[src/rtl/disc_link_pkg.sv]
package disc_link_pkg;
   typedef struct packed {
      logic level_n;
      logic fell;
      logic rose;
   } strobe_evt_t;
endpackage

[src/rtl/dl_strobe_sync.sv]
module dl_strobe_sync
   import disc_link_pkg::*;
#(
   parameter int STAGES = 2
) (
   input  logic        clk,
   input  logic        rst_n,
   input  logic        strobe_n_async,
   output strobe_evt_t evt
);
   localparam int LAST = STAGES - 1;

   logic [STAGES-1:0] chain_q;
   logic              prev_q;

   always_ff @(posedge clk) begin
      if (!rst_n) begin
         chain_q <= '1;
         prev_q  <= 1'b1;
      end else begin
         chain_q <= {chain_q[STAGES-2:0], strobe_n_async};
         prev_q  <= chain_q[LAST];
      end
   end

   always_comb begin
      evt.level_n = chain_q[LAST];
      evt.fell    = prev_q & ~chain_q[LAST];
      evt.rose    = ~prev_q & chain_q[LAST];
   end
endmodule

[src/rtl/dl_cmd_hold.sv]
module dl_cmd_hold #(
   parameter int          DATA_W    = 8,
   parameter logic [DATA_W-1:0] RST_VAL = '0
) (
   input  logic              clk,
   input  logic              rst_n,
   input  logic              load,
   input  logic [DATA_W-1:0] din,
   input  logic              drive,
   output logic [DATA_W-1:0] bus_out,
   output logic              bus_oe
);
   logic [DATA_W-1:0] hold_q;

   always_ff @(posedge clk) begin
      if (!rst_n)    hold_q <= RST_VAL;
      else if (load) hold_q <= din;
   end

   assign bus_oe  = drive;
   assign bus_out = drive ? hold_q : '0;
endmodule

[src/rtl/dl_stat_capture.sv]
module dl_stat_capture
   import disc_link_pkg::*;
#(
   parameter int          DATA_W       = 8,
   parameter logic [DATA_W-1:0] RST_VAL = '1,
   parameter bit          ON_RELEASE   = 1'b1
) (
   input  logic              clk,
   input  logic              rst_n,
   input  strobe_evt_t       evt,
   input  logic [DATA_W-1:0] bus_in,
   output logic [DATA_W-1:0] snap
);
   logic take;

   generate
      if (ON_RELEASE) begin : g_release
         assign take = evt.rose;
      end else begin : g_assert
         assign take = evt.fell;
      end
   endgenerate

   always_ff @(posedge clk) begin
      if (!rst_n)    snap <= RST_VAL;
      else if (take) snap <= bus_in;
   end
endmodule

[src/rtl/disc_link_port.sv]
module disc_link_port
   import disc_link_pkg::*;
#(
   parameter int DATA_W          = 8,
   parameter int ADDR_W          = 8,
   parameter logic [ADDR_W-1:0] PORT_ADDR = 8'hF4,
   parameter int SYNC_STAGES     = 2,
   parameter bit CAPTURE_ON_RELEASE = 1'b1
) (
   input  logic              clk,
   input  logic              rst_n,
   input  logic [ADDR_W-1:0] io_addr,
   input  logic              io_wr,
   input  logic              io_rd,
   input  logic [DATA_W-1:0] io_wdata,
   output logic [DATA_W-1:0] io_rdata,
   input  logic              cmd_strobe_n,
   input  logic              stat_strobe_n,
   input  logic [DATA_W-1:0] bus_in,
   output logic [DATA_W-1:0] bus_out,
   output logic              bus_oe,
   output logic              nmi_req
);
   localparam logic [DATA_W-1:0] CMD_RST  = '0;
   localparam logic [DATA_W-1:0] STAT_RST = '1;

   generate
      if (SYNC_STAGES < 2) begin : g_bad_sync
         $error("SYNC_STAGES must be at least 2");
      end
      if (DATA_W < 1) begin : g_bad_width
         $error("DATA_W must be positive");
      end
   endgenerate

   strobe_evt_t       cmd_evt, stat_evt;
   logic              hit;
   logic [DATA_W-1:0] snap;

   assign hit = (io_addr == PORT_ADDR);

   dl_strobe_sync #(.STAGES(SYNC_STAGES)) u_cmd_sync (
      .clk(clk), .rst_n(rst_n), .strobe_n_async(cmd_strobe_n), .evt(cmd_evt));

   dl_strobe_sync #(.STAGES(SYNC_STAGES)) u_stat_sync (
      .clk(clk), .rst_n(rst_n), .strobe_n_async(stat_strobe_n), .evt(stat_evt));

   dl_cmd_hold #(.DATA_W(DATA_W), .RST_VAL(CMD_RST)) u_cmd (
      .clk(clk), .rst_n(rst_n), .load(io_wr & hit), .din(io_wdata),
      .drive(~cmd_evt.level_n), .bus_out(bus_out), .bus_oe(bus_oe));

   dl_stat_capture #(.DATA_W(DATA_W), .RST_VAL(STAT_RST),
                     .ON_RELEASE(CAPTURE_ON_RELEASE)) u_stat (
      .clk(clk), .rst_n(rst_n), .evt(stat_evt), .bus_in(bus_in), .snap(snap));

   assign io_rdata = (io_rd & hit) ? snap : '0;
   assign nmi_req  = stat_evt.fell;
endmodule

[config.mk]
export PLATFORM = sky130hd
export DESIGN_NAME = disc_link_port
export DESIGN_NICKNAME = d
export VERILOG_FILES = /design/src/rtl/disc_link_pkg.sv /design/src/rtl/dl_strobe_sync.sv /design/src/rtl/dl_cmd_hold.sv /design/src/rtl/dl_stat_capture.sv /design/src/rtl/disc_link_port.sv
export SDC_FILE = /design/constraint.sdc
export NUM_CORES = 1
export LEC_CHECK = 0
export CAP_MARGIN = 25
export CORE_ASPECT_RATIO = 1.25
export CORE_MARGIN = 4
export CORE_UTILIZATION = 40
export CTS_BUF_LIST = sky130_fd_sc_hd__clkbuf_2
export CTS_CLUSTER_DIAMETER = 100
export CTS_CLUSTER_SIZE = 20
export DETAILED_ROUTE_END_ITERATION = 6
export GPL_TIMING_DRIVEN = 0
export HOLD_SLACK_MARGIN = 0.02
export PLACE_DENSITY = 0.82
export SYNTH_ARGS = -nofsm -noshare
export SYNTH_HDL_FRONTEND = slang
export SYNTH_SLANG_ARGS = --single-unit
export TNS_END_PERCENT = 100
[constraint.sdc]
create_clock -name clk -period 1.8 [get_ports clk]
set_clock_uncertainty 0.2 [all_clocks]
set_input_delay 0.36 -clock clk [delete_from_list [all_inputs] [get_ports clk]]
set_output_delay 0.36 -clock clk [all_outputs]
set_load 0.1 [all_outputs]
* Word level (Yosys, flattened, before mapping) *
Index checks and enable logic that the tools add are counted.

word-level totals
  flip-flop bits (word level) = 21
  bits of input ports = 30
  word-level logic and storage cells = 15

operators by class
  equal/unequal tests = 1
  muxes and demuxes = 2
  bitwise operators = 7

operator list
  kind                count
  $mux 8              2
  $eq 8x8->1 const B  1
  $and 1x1->1         4
  $not 1->1           3

* Depth between registers and ports, before layout *
  depth after elaboration = 3
  mapped depth = 4

* By module *
Synthesis repeated with hierarchy kept, for this count alone.

unflattened totals
  cell total of the unflattened synthesis = 101
  area, all modules = 1019.7 sq um

modules (own cells, without submodules)
  module           instances  cells each  area each (sq um)  seq. area each (sq um)
  dl_cmd_hold      1          34          359.1              160.2
  dl_stat_capture  1          26          285.3              160.2
  dl_strobe_sync   2          9           98.8               60.1
  disc_link_port   1          23          177.7              0.0

* Worst setup path after synthesis *
Ideal clock, no wire load.

  kind = in2out
  start point = in io_addr[0]
  end point = out io_rdata[0]
  arrival = 1.777 ns
  required time = 1.240 ns
  setup slack = -0.537 ns
  stages on the path = 3
  path buffers = 0
  path through = nand4bb_4 -> nor3_1 -> and2_1

between the ends
  word-level cells in the longest chain between the ends = 3

RTL lines
  element      line                  source
  from (decl)  disc_link_port.sv:12  input logic [ADDR_W-1:0] io_addr,
  $eq 8x8->1   disc_link_port.sv:40  assign hit = (io_addr == PORT_ADDR);
  $and 1x1->1  disc_link_port.sv:56  assign io_rdata = (io_rd & hit) ? snap : '0;
  $mux 8       disc_link_port.sv:56
  to (decl)    disc_link_port.sv:16  output logic [DATA_W-1:0] io_rdata,

Every way passes these cells.

* Worst setup path after layout *
  start point = in io_addr[3]
  end point = out io_rdata[2]

Same word-level chain as after synthesis.

==> results <==
## what timing repair did
action,4_1_cts,5_1_grt
gates resized for setup,157,40
pin swaps,10,1
buffers inserted,2,2
endpoints found under the setup margin,18,17
## critical path, delay by kind of cell
family / cells / cell delay (ns)
and+or+nand+nor: 3 / 0.76
buffers and inverters: 3 / 0.41
## cell type report
| cell class | count | area share (%) |
|---|---|---|
| Buffer | 5 | 1.18 |
| Clock buffer | 3 | 0.882 |
| Clock inverter | 1 | 0.441 |
| Inverter | 3 | 0.662 |
| Multi-Input combinational cell | 76 | 31.4 |
| Sequential cell | 21 | 24.9 |
| Tap cell | 30 | 2.21 |
| Timing Repair Buffer | 50 | 38.3 |
## sequential cells by signal, indices dropped and copies added (netlist names)
register / cells
u_stat_sync.chain_q: 2
u_cmd.hold_q: 8
u_stat_sync.prev_q: 1
u_cmd_sync.chain_q: 2
u_stat.snap: 8
## how the worst max path moves through the flow
stage	from	end	cells past startpoint
after floorplan	u_cmd_sync.chain_q[1]	bus_out[0]	1
after global placement	io_addr[3]	io_rdata[1]	5
after CTS	io_addr[3]	io_rdata[0]	6
after global routing	io_addr[3]	io_rdata[5]	6
after detailed placement	io_addr[3]	io_rdata[1]	5
final	io_addr[3]	io_rdata[2]	6
## through the flow
| stage | hold WS (ns) | total power, mW |
|---|---|---|
| 2_1_floorplan | 0.186 | 0.542 |
| 3_3_place_gp | 0.189 | 0.613 |
| 3_5_place_dp | 0.197 | 0.617 |
| 4_1_cts | 0.0744 | 0.808 |
| 5_1_grt | 0.0576 | 0.854 |
| 6_report | 0.0706 | 0.826 |
## routing by layer
metal	vias up	global-route usage, %
met5	-	0
met4	0	4.62
met3	13	4.36
met2	47	33.0
met1	426	19.0
li1	439	-
## Yosys cell counts
master     instances  area [sq um]
nand3_1            8          40.0
nand2_1           32           120
nor3_1             1          5.00
nand2b_1           6          37.5
clkbuf_1           3          11.3
nand4bb_4          1          27.5
and2_1             8          50.1
buf_1              1          3.75
dfxtp_1           21           420
nand4b_1           1          8.76
nor2b_1           10          62.6
nor3_4             1          16.3
buf_2              1          5.00
mux2i_1            8          80.1
inv_1              3          11.3
## cell families after synthesis
group         after synthesis  share of synthesized area [%]
buf+inv                     8                           3.48
flops                      21                           46.7
simple gates               68                           40.9
mux                         8                           8.90
## where the power goes
group / switching, mW / internal, mW / total (mW)
registers: 0.00733 / 0.476 / 0.484
clock network: 0.157 / 0.0517 / 0.208
logic: 0.0611 / 0.0731 / 0.134
total: 0.225 / 0.601 / 0.826
==> results.py <==
metrics = {
    "run_status": {
        "violations": "negative setup slack",
        "status": "finished with violations",
    },
    "finish": {
        "diodes": 0,
        "fin_util_pct": 83.0,
        "mostFrequentLayoutCells": "nand2_1, dfxtp_1, clkdlybuf4s50_1",
        "nFillCells": 108,
        "syn2layout_area_growth_pct": 89.2,
        "final_area_sq_um": 1700,
        "final_common_cell": "nand2_1",
        "multi_input_area_sq_um": 534,
        "regArea_sq_um": 424,
        "final_cells": 189,
        "finish.net_count": 190,
        "drive_above_1_share_pct": 32.7,
    },
    "detailed_routing": {
        "viasPerCell": 4.89,
        "m1WireLength_mm": 1.19,
        "drc": 0,
        "detail-route-antenna-nets": 0,
        "dr_wl_met3_microns": 241,
        "route.met2.wl_mm": 1.54,
        "dr.max_layer_used": "met4",
        "first_iter_violations": 30,
        "dr.pass1.iters": 4,
        "postRouteWirelength_mm": 3.11,
        "num_vias": 925,
        "wl_per_cell_microns": 16.4,
    },
    "synth": {
        "syn_nets": 135,
        "ys_warn_count": 0,
        "ys_ff_latch": 21,
        "yosysSeqAreaShare_pct": 46.7,
        "syn-cell-area_sq_um": 900,
        "synthCells": 105,
        "synth_area_per_cell_sq_um": 8.57,
        "synth_cell_types": 15,
    },
    "timing": {
        "post-route-period-util_pct": 116,
        "finalSetupViolCount": 8,
        "hold_violations": 0,
        "slew_violations": 0,
        "period_needed_ns": 2.09,
        "rsz0062_at_grt": "true",
        "fin_setup_tns_ns": -2.17,
        "max_freq_mhz": 479,
        "max_slew_margin_pct": 61.2,
        "layout_setup_ws_ns": -0.287,
        "worst_slew_pin_slew_ns": 0.580,
    },
    "global_routing": {
        "track_usage_pct": 17.2,
        "grt_first_pass_wirelength_mm": 3.97,
        "antenna_found_initial": 0,
        "grt_pass1_vias": 894,
        "grt_max_degree": 14,
        "overflow": 0,
    },
    "floorplan": {
        "die_h_microns": 61.0,
        "die_area_sq_um": 3080,
        "ioPinCount": 48,
        "core_sq_um": 2050,
        "placementRows": 18,
        "die_w_microns": 50.4,
        "initial_utilization_pct": 43.9,
    },
    "critical_path": {
        "crit_fanout": 8,
        "critPathCaptureType": "primary output",
        "r2r-end": "u_stat.snap[7]",
        "worst-r2r-setup-slack_ns": 0.41,
        "crit_path_start_kind": "primary input",
        "slowest_delay_ns": 0.30,
        "reg2reg_depth": 4,
        "cp_slowest_cell": "nand4b_1",
        "worstReg2RegStart": "u_stat_sync.chain_q[1]",
        "path_class": "in -> out",
        "path_cells": "buf_6 -> nand4b_1 -> nor3_4 -> buf_12 -> and2_4 -> buf_12",
        "critical_path_required_ns": 1.24,
        "cp.arrival_ns": 1.53,
        "crit_top_cell": "buf_12",
    },
    "clock_tree": {
        "cts_tree": "done",
        "clkLatencyLatePin_ns": 0.34,
        "clockRootBuffer": "clkbuf_2",
        "clock_sinks": 21,
        "cts_hold_buf": 0,
        "clkTransAtPathRegs_ns": 0.22,
        "cts_max_level": 1,
        "cts_made_buffers": 3,
        "cts.path.max_buffers": 2,
    },
    "power_and_ir_drop": {
        "peakVddDrop_uv": 559,
        "power.density_nw_per_um2": 485,
        "p_leak_nw": 0.682,
    },
    "worst_hold_path": {
        "hold_path_depth": 2,
        "holdPathEnd": "u_cmd_sync.chain_q[0]",
        "hp-class": "in -> reg",
        "hold_path_startpoint": "rst_n",
    },
    "place": {
        "place_area_sq_um": 1430,
        "port_buffers": 46,
        "dp_hpwl_mm": 1.78,
        "dp_cells": 181,
        "pre_cts_ws_ns": -1.51,
        "place.gp.congestion": 0.745,
    },
    "run": {
        "maxCapViolations": 0,
    },
}
No activity file was read; power rests on OpenSTA's default activity.
